**src/rtl/opnd_pkg.sv**
```systemverilog
package opnd_pkg;

  typedef enum logic [1:0] {
    ST_IDLE  = 2'd0,
    ST_RDREG = 2'd1,
    ST_MEMRD = 2'd2,
    ST_FIN   = 2'd3
  } seq_state_e;

  localparam logic [2:0] M_REG   = 3'd0;
  localparam logic [2:0] M_DEF   = 3'd1;
  localparam logic [2:0] M_AINC  = 3'd2;
  localparam logic [2:0] M_AINCD = 3'd3;
  localparam logic [2:0] M_ADEC  = 3'd4;
  localparam logic [2:0] M_ADECD = 3'd5;
  localparam logic [2:0] M_IDX   = 3'd6;
  localparam logic [2:0] M_IDXD  = 3'd7;

endpackage

```
**src/rtl/opnd_step.sv**
```systemverilog
module opnd_step
  import opnd_pkg::*;
#(
  parameter int AW        = 16,
  parameter int RSW       = 3,
  parameter int WIDE_FROM = 6
) (
  input  logic [2:0]     mode_i,
  input  logic [RSW-1:0] rsel_i,
  input  logic           byte_i,
  input  logic [AW-1:0]  val_i,
  output logic [AW-1:0]  inc_o,
  output logic [AW-1:0]  dec_o
);

  logic          narrow;
  logic [AW-1:0] step;

  // single-unit step only for byte auto inc/dec on low registers
  assign narrow = byte_i && (int'(rsel_i) < WIDE_FROM) &&
                  ((mode_i == M_AINC) || (mode_i == M_ADEC));
  assign step   = narrow ? AW'(1) : AW'(2);
  assign inc_o  = val_i + step;
  assign dec_o  = val_i - step;

endmodule

```
**src/rtl/opnd_index_add.sv**
```systemverilog
module opnd_index_add #(
  parameter int AW     = 16,
  parameter int RSW    = 3,
  parameter int PC_SEL = 7
) (
  input  logic [RSW-1:0] rsel_i,
  input  logic [AW-1:0]  reg_val_i,
  input  logic [AW-1:0]  pc_adv_i,
  input  logic [AW-1:0]  disp_i,
  output logic [AW-1:0]  sum_o
);

  logic [AW-1:0] base;

  // the program counter contributes its value after the index word
  assign base  = (rsel_i == RSW'(PC_SEL)) ? pc_adv_i : reg_val_i;
  assign sum_o = base + disp_i;

endmodule

```
**src/rtl/opnd_addr_seq.sv**
```systemverilog
module opnd_addr_seq
  import opnd_pkg::*;
#(
  parameter int AW        = 16,
  parameter int PC_SEL    = 7,
  parameter int WIDE_FROM = 6
) (
  input  logic          clk,
  input  logic          rst_n,
  input  logic          start_i,
  input  logic [5:0]    spec_i,
  input  logic          byte_i,
  output logic [2:0]    rf_raddr_o,
  input  logic [AW-1:0] rf_rdata_i,
  output logic          rf_we_o,
  output logic [2:0]    rf_waddr_o,
  output logic [AW-1:0] rf_wdata_o,
  output logic          mem_req_o,
  output logic [AW-1:0] mem_addr_o,
  input  logic          mem_ack_i,
  input  logic [AW-1:0] mem_rdata_i,
  output logic          done_o,
  output logic          is_reg_o,
  output logic [2:0]    reg_idx_o,
  output logic [AW-1:0] ea_o
);

  localparam int RSW = 3;
  localparam int MW  = 3;

  // reset: asynchronous assert, synchronous release
  logic [1:0] rsync_q;
  logic       rst_core_n;

  always_ff @(posedge clk or negedge rst_n) begin
    if (!rst_n) rsync_q <= '0;
    else        rsync_q <= {rsync_q[0], 1'b1};
  end
  assign rst_core_n = rsync_q[1];

  seq_state_e     state_q, state_d;
  logic [MW-1:0]  mode_q, mode_d;
  logic [RSW-1:0] rsel_q, rsel_d;
  logic           byte_q, byte_d;
  logic [AW-1:0]  ea_q, ea_d;
  logic           isreg_q, isreg_d;
  logic           wben_q, wben_d;
  logic [RSW-1:0] wbidx_q, wbidx_d;
  logic [AW-1:0]  wbval_q, wbval_d;
  logic [AW-1:0]  addr_q, addr_d;
  logic           fidx_q, fidx_d;
  logic           cap_en;
  logic [RSW-1:0] raddr;
  logic [AW-1:0]  inc_val, dec_val, idx_sum;

  opnd_step #(.AW(AW), .RSW(RSW), .WIDE_FROM(WIDE_FROM)) u_step (
    .mode_i (mode_q),
    .rsel_i (rsel_q),
    .byte_i (byte_q),
    .val_i  (rf_rdata_i),
    .inc_o  (inc_val),
    .dec_o  (dec_val)
  );

  // base register is read while the index word is in flight
  opnd_index_add #(.AW(AW), .RSW(RSW), .PC_SEL(PC_SEL)) u_idx (
    .rsel_i    (rsel_q),
    .reg_val_i (rf_rdata_i),
    .pc_adv_i  (wbval_q),
    .disp_i    (mem_rdata_i),
    .sum_o     (idx_sum)
  );

  always_comb begin
    state_d = state_q;
    mode_d  = mode_q;
    rsel_d  = rsel_q;
    byte_d  = byte_q;
    ea_d    = ea_q;
    isreg_d = isreg_q;
    wben_d  = wben_q;
    wbidx_d = wbidx_q;
    wbval_d = wbval_q;
    addr_d  = addr_q;
    fidx_d  = fidx_q;
    raddr   = rsel_q;
    case (state_q)
      ST_IDLE: begin
        if (start_i) begin
          mode_d  = spec_i[5:3];
          rsel_d  = spec_i[2:0];
          byte_d  = byte_i;
          isreg_d = 1'b0;
          wben_d  = 1'b0;
          wbidx_d = spec_i[2:0];
          state_d = ST_RDREG;
        end
      end
      ST_RDREG: begin
        state_d = ST_FIN;
        if ((mode_q == M_IDX) || (mode_q == M_IDXD)) raddr = RSW'(PC_SEL);
        case (mode_q)
          M_REG: begin
            isreg_d = 1'b1;
            ea_d    = '0;
          end
          M_DEF: ea_d = rf_rdata_i;
          M_AINC: begin
            ea_d    = rf_rdata_i;
            wben_d  = 1'b1;
            wbval_d = inc_val;
          end
          M_AINCD: begin
            addr_d  = rf_rdata_i;
            wben_d  = 1'b1;
            wbval_d = inc_val;
            fidx_d  = 1'b0;
            state_d = ST_MEMRD;
          end
          M_ADEC: begin
            ea_d    = dec_val;
            wben_d  = 1'b1;
            wbval_d = dec_val;
          end
          M_ADECD: begin
            addr_d  = dec_val;
            wben_d  = 1'b1;
            wbval_d = dec_val;
            fidx_d  = 1'b0;
            state_d = ST_MEMRD;
          end
          default: begin
            addr_d  = rf_rdata_i;
            wben_d  = 1'b1;
            wbidx_d = RSW'(PC_SEL);
            wbval_d = inc_val;
            fidx_d  = 1'b1;
            state_d = ST_MEMRD;
          end
        endcase
      end
      ST_MEMRD: begin
        if (mem_ack_i) begin
          if (!fidx_q) begin
            ea_d    = mem_rdata_i;
            state_d = ST_FIN;
          end else if (mode_q == M_IDX) begin
            ea_d    = idx_sum;
            state_d = ST_FIN;
          end else begin
            addr_d  = idx_sum;
            fidx_d  = 1'b0;
          end
        end
      end
      default: state_d = ST_IDLE;
    endcase
  end

  assign cap_en = (state_q == ST_IDLE) ? start_i : (state_q != ST_FIN);

  always_ff @(posedge clk or negedge rst_core_n) begin
    if (!rst_core_n) state_q <= ST_IDLE;
    else             state_q <= state_d;
  end

  always_ff @(posedge clk or negedge rst_core_n) begin
    if (!rst_core_n) begin
      mode_q  <= '0;
      rsel_q  <= '0;
      byte_q  <= 1'b0;
      ea_q    <= '0;
      isreg_q <= 1'b0;
      wben_q  <= 1'b0;
      wbidx_q <= '0;
      wbval_q <= '0;
      addr_q  <= '0;
      fidx_q  <= 1'b0;
    end else if (cap_en) begin
      mode_q  <= mode_d;
      rsel_q  <= rsel_d;
      byte_q  <= byte_d;
      ea_q    <= ea_d;
      isreg_q <= isreg_d;
      wben_q  <= wben_d;
      wbidx_q <= wbidx_d;
      wbval_q <= wbval_d;
      addr_q  <= addr_d;
      fidx_q  <= fidx_d;
    end
  end

  assign rf_raddr_o = raddr;
  assign done_o     = (state_q == ST_FIN);
  assign rf_we_o    = done_o && wben_q;
  assign rf_waddr_o = wbidx_q;
  assign rf_wdata_o = wbval_q;
  assign mem_req_o  = (state_q == ST_MEMRD);
  assign mem_addr_o = addr_q;
  assign is_reg_o   = isreg_q;
  assign reg_idx_o  = rsel_q;
  assign ea_o       = ea_q;

endmodule

```
**config.mk**
```make
export PLATFORM = sky130hd
export DESIGN_NAME = opnd_addr_seq
export DESIGN_NICKNAME = d
export VERILOG_FILES = /design/src/rtl/opnd_pkg.sv /design/src/rtl/opnd_step.sv /design/src/rtl/opnd_index_add.sv /design/src/rtl/opnd_addr_seq.sv
export SDC_FILE = /design/constraint.sdc
export NUM_CORES = 1
export LEC_CHECK = 0
export BUFFER_PORTS_ARGS = -buffer_cell sky130_fd_sc_hd__buf_4
export CORE_ASPECT_RATIO = 0.8
export CORE_MARGIN = 2
export CORE_UTILIZATION = 45
export CTS_CLUSTER_SIZE = 40
export DETAILED_ROUTE_END_ITERATION = 10
export PLACE_DENSITY_LB_ADDON = 0.1
export SLEW_MARGIN = 25
export SYNTH_ARGS = -nofsm -noshare
export SYNTH_HDL_FRONTEND = slang
export SYNTH_SLANG_ARGS = --single-unit
```
**constraint.sdc**
```tcl
create_clock -name clk -period 2.7 [get_ports clk]
set_input_delay 0.27 -clock clk [delete_from_list [all_inputs] [get_ports clk]]
set_output_delay 0.27 -clock clk [all_outputs]
set_load 0.005 [all_outputs]
```
==> results by group <==
Cells and area
  – Commonest cells after routing, fill and taps aside: buf_4, nand2_1, dfrtp_1
  – Layout cells sized above 1: 0.445
  – Fillers: 987
  – Area grow syn2layout: 48.9%
  – Area taken by multi-input logic gates: 0.00431 sq mm
  – Ant. Diodes: 0
  – FF+latch area: 0.00163 sq mm
  – Commonest non-fill, non-tap cell in the layout: buf_4
  – Fin nets: 908

Power and ir drop
  – Pwr Density: 1150 mW/mm^2
  – Total power: 9.37 mW
  – Worst vdd ir: 465 uV
  – P_leak: 3.58 nW

Placed design
  – GPL Wtd Cong: 0.944
  – Detail Placement HPWL: 14800 microns
  – Place WS: -0.438 ns
  – I/O Buffers: 103

Global route
  – Largest net degree at the start of global routing: 35
  – GR Util All Layers: 0.304
  – Antenna violations before repair: 0
  – Vias in the first global route: 5509
  – Global route overflow: 0
  – First-pass GRT wire length: 30500 microns

STA
  – Worst clock skew: 0.0100 ns
  – Setup violators final: 22
  – Achievable frequency: 320 MHz
  – Setup ws final: -0.420 ns
  – Slew Limit Fails: 0
  – Slew HR: 0.477
  – Worst Tran Pin Value: 0.785 ns
  – Hold_ws: 0.159 ns
  – Period minus WS final: 3.12 ns
  – Final hold viol count: 0
  – Crit share post-route: 1.16
  – RSZ-0062 raised after global routing: true

Setup path
  – Crit-path slowest cell: or4b_4
  – Worst flop-to-flop path startpoint: mode_q[2]
  – Delay of the slowest critical-path stage: 0.49 ns
  – Crit-path leading delay family: simple AND/OR/NAND/NOR gates
  – CP required: 2.92 ns
  – CP Class: reg -> reg
  – RR Endpoint: ea_o[14]
  – Top fanout value on the critical path: 3
  – Setup crit end kind: register
  – Crit path buf inv count: 1
  – R2r worst-path depth: 11
  – Cell chain of the critical path: xor2_1 -> nand4b_1 -> inv_2 -> ha_4 -> fa_2 -> or4b_4 -> or4_4 -> xnor2_2 -> a221oi_2 -> o32ai_1 -> a211o_1
  – Arrival @ worst endpoint: 3.34 ns
  – Flop-to-flop setup slack: -0.42 ns
  – CP Launch Type: register

Hold path
  – Hold path startpoint: byte_i
  – Worst Hold Class: in -> reg
  – Worst hold path depth: 2
  – Hold Crit Endpoint: byte_q

Yosys
  – Mapped cell area: 0.00549 sq mm
  – Gate Count Post-Synth: 662
  – Synthesized area per cell: 8.29 sq um
  – Post-synth ARST share: 1.00
  – Cell variety after synth: 75
  – Synth Flop Type: dfrtp_1
  – Synth Warn #: 0
  – Synth top area cells: dfrtp_1, mux2_2, ha_1, nand2_1, o21ai_0
  – Synth Register Bits: 65
  – Net Count, Synth: 733
  – Cell accounting for the most synthesized area: dfrtp_1
  – Number of synthesized flops with an enable pin: 0
  – Area share of the largest cell type after synthesis: 0.296
  – Register area share after synthesis: 0.296

Clock tree
  – Worst skew pair latency: 0.34 ns
  – Root Driver: clkbuf_16
  – Clock-pin slew of the registers on the worst-case setup and hold paths: 0.06 ns
  – H-tree depth: 3
  – CTS tree: built
  – Sink Count: 65
  – Clock Path Buffers: 2
  – Cts bufs inserted: 9

Route
  – Post-Route WL: 20200 microns
  – Via/cell ratio: 5.98
  – DR pass1 iterations: 5
  – Antenna Nets Post-Route: 0
  – DRC marker count from the first detailed-route iteration: 636
  – WL per Instance: 20.4 microns
  – Post-route DRC: 0
  – Via Count: 5942

Run status
  – Failing checks: negative setup slack
  – Status: finished with violations

Floorplanning
  – Die extent in y: 103 microns
  – Die Area: 0.0131 sq mm
  – Initial Utilization: 0.456
  – Rows: 36
  – Core ar.: 0.0120 sq mm
  – Chip width: 127 microns
  – Io pins: 104

Run
  – Max_cap viols: 0
-- worst register-to-register path, cell delays in order, from the launching register on --
cell and delay (ns):
dfrtp_1 0.39, xor2_1 0.22, nand4b_1 0.21, inv_2 0.14, ha_4 0.14, fa_2 0.19
or4b_4 0.49, or4_4 0.46, xnor2_2 0.16, a221oi_2 0.27, o32ai_1 0.11, a211o_1 0.24
-- metal layers --
layer | GRT usage | vias up | routed length, microns
li1 | - | 2761 | -
met5 | 0 | - | 0
met2 | 0.458 | 250 | 8910
met1 | 0.460 | 2904 | 9800
met4 | 0.0600 | 0 | 204
met3 | 0.0503 | 27 | 1320
-- worst max path at each step --
stage | start | end | slack [ns] | cells past startpoint
2_1_floorplan | mode_q[2] | ea_o[14] | -0.68 | 13
3_3_place_gp | mode_q[2] | ea_o[14] | -0.38 | 11
3_5_place_dp | mode_q[2] | ea_o[14] | -0.44 | 11
4_1_cts | mode_q[1] | ea_o[14] | -0.40 | 11
5_1_grt | mode_q[2] | ea_o[14] | -0.48 | 11
6_report | mode_q[2] | ea_o[14] | -0.42 | 11
-- final cells by class --
| class | instances | share of cell area |
|---|---|---|
| multi-input combinational | 533 | 0.527 |
| timing repair buffer | 215 | 0.209 |
| sequential | 65 | 0.199 |
| clock buffer | 13 | 0.0306 |
| tap | 152 | 0.0233 |
| inverter | 13 | 0.00597 |
| clock inverter | 3 | 0.00490 |
-- timing repair --
action / CTS / global route
hold endpoints to repair: 2 / 0
setup buffers: 14 / 8
pin swaps: 37 / 43
hold buffers: 1 / 0
cloned: 0 / 0
setup endpoints to repair: 26 / 33
gates resized for setup: 83 / 86
-- sequential cells by signal, indices dropped and copies added, names as in the netlist --
name        cells
state_q         2
mode_q          3
rsync_q         2
fidx_q          1
is_reg_o        1
rf_wdata_o     16
wben_q          1
byte_q          1
reg_idx_o       3
mem_addr_o     16
ea_o           16
rf_waddr_o      3
-- logic make-up (layout without fill, tap and decap cells) --
| family | count (synthesis) | in the layout | synth area share |
|---|---|---|---|
| AO/OA/AOI/OAI | 173 | 173 | 0.205 |
| buffers and inverters | 64 | 244 | 0.0595 |
| other | 1 | 1 | 0.000683 |
| XOR/XNOR | 43 | 43 | 0.0686 |
| flip-flops | 65 | 65 | 0.296 |
| AND/OR/NAND/NOR | 249 | 249 | 0.224 |
| adder cells (fa/ha/maj) | 29 | 29 | 0.0698 |
| multiplexers | 38 | 38 | 0.0757 |
-- power by group --
part	switching (mW)	total, mW	internal, mW
combinational	3.44	6.38	2.94
sequential	0.344	1.80	1.46
clock	0.453	1.19	0.739
total	4.23	9.37	5.14
-- cells in the mapped netlist (4+ instances only) --
cell type / count
a211oi_1: 10
a21o_1: 8
a21oi_1: 36
a31oi_1: 7
and2_1: 4
and3_1: 5
clkbuf_1: 39
clkbuf_8: 5
dfrtp_1: 65
ha_1: 25
inv_1: 12
mux2_2: 28
mux2i_1: 10
nand2_1: 81
nand2b_1: 8
nand3_1: 14
nand3b_1: 4
nand4_1: 4
nor2_1: 51
nor2b_1: 6
nor3_1: 30
nor4_1: 10
nor4b_1: 5
o211ai_1: 8
o21ai_0: 51
o31ai_1: 9
or2_2: 6
or3_1: 7
xnor2_1: 26
xor2_1: 17
-- through the flow --
stage | std cells | util | setup TNS, ns | area (sq um)
4_1_cts | 990 | 0.644 | -3.31 | 7740
3_5_place_dp | 959 | 0.581 | -4.73 | 6990
2_1_floorplan | 662 | - | -3.74 | 5620
6_report | 994 | 0.679 | -3.18 | 8170
5_1_grt | 994 | 0.679 | -5.58 | 8170
3_3_place_gp | 959 | 0.581 | -4.03 | 6990
Note: power is estimated with default switching activity, not from simulation.
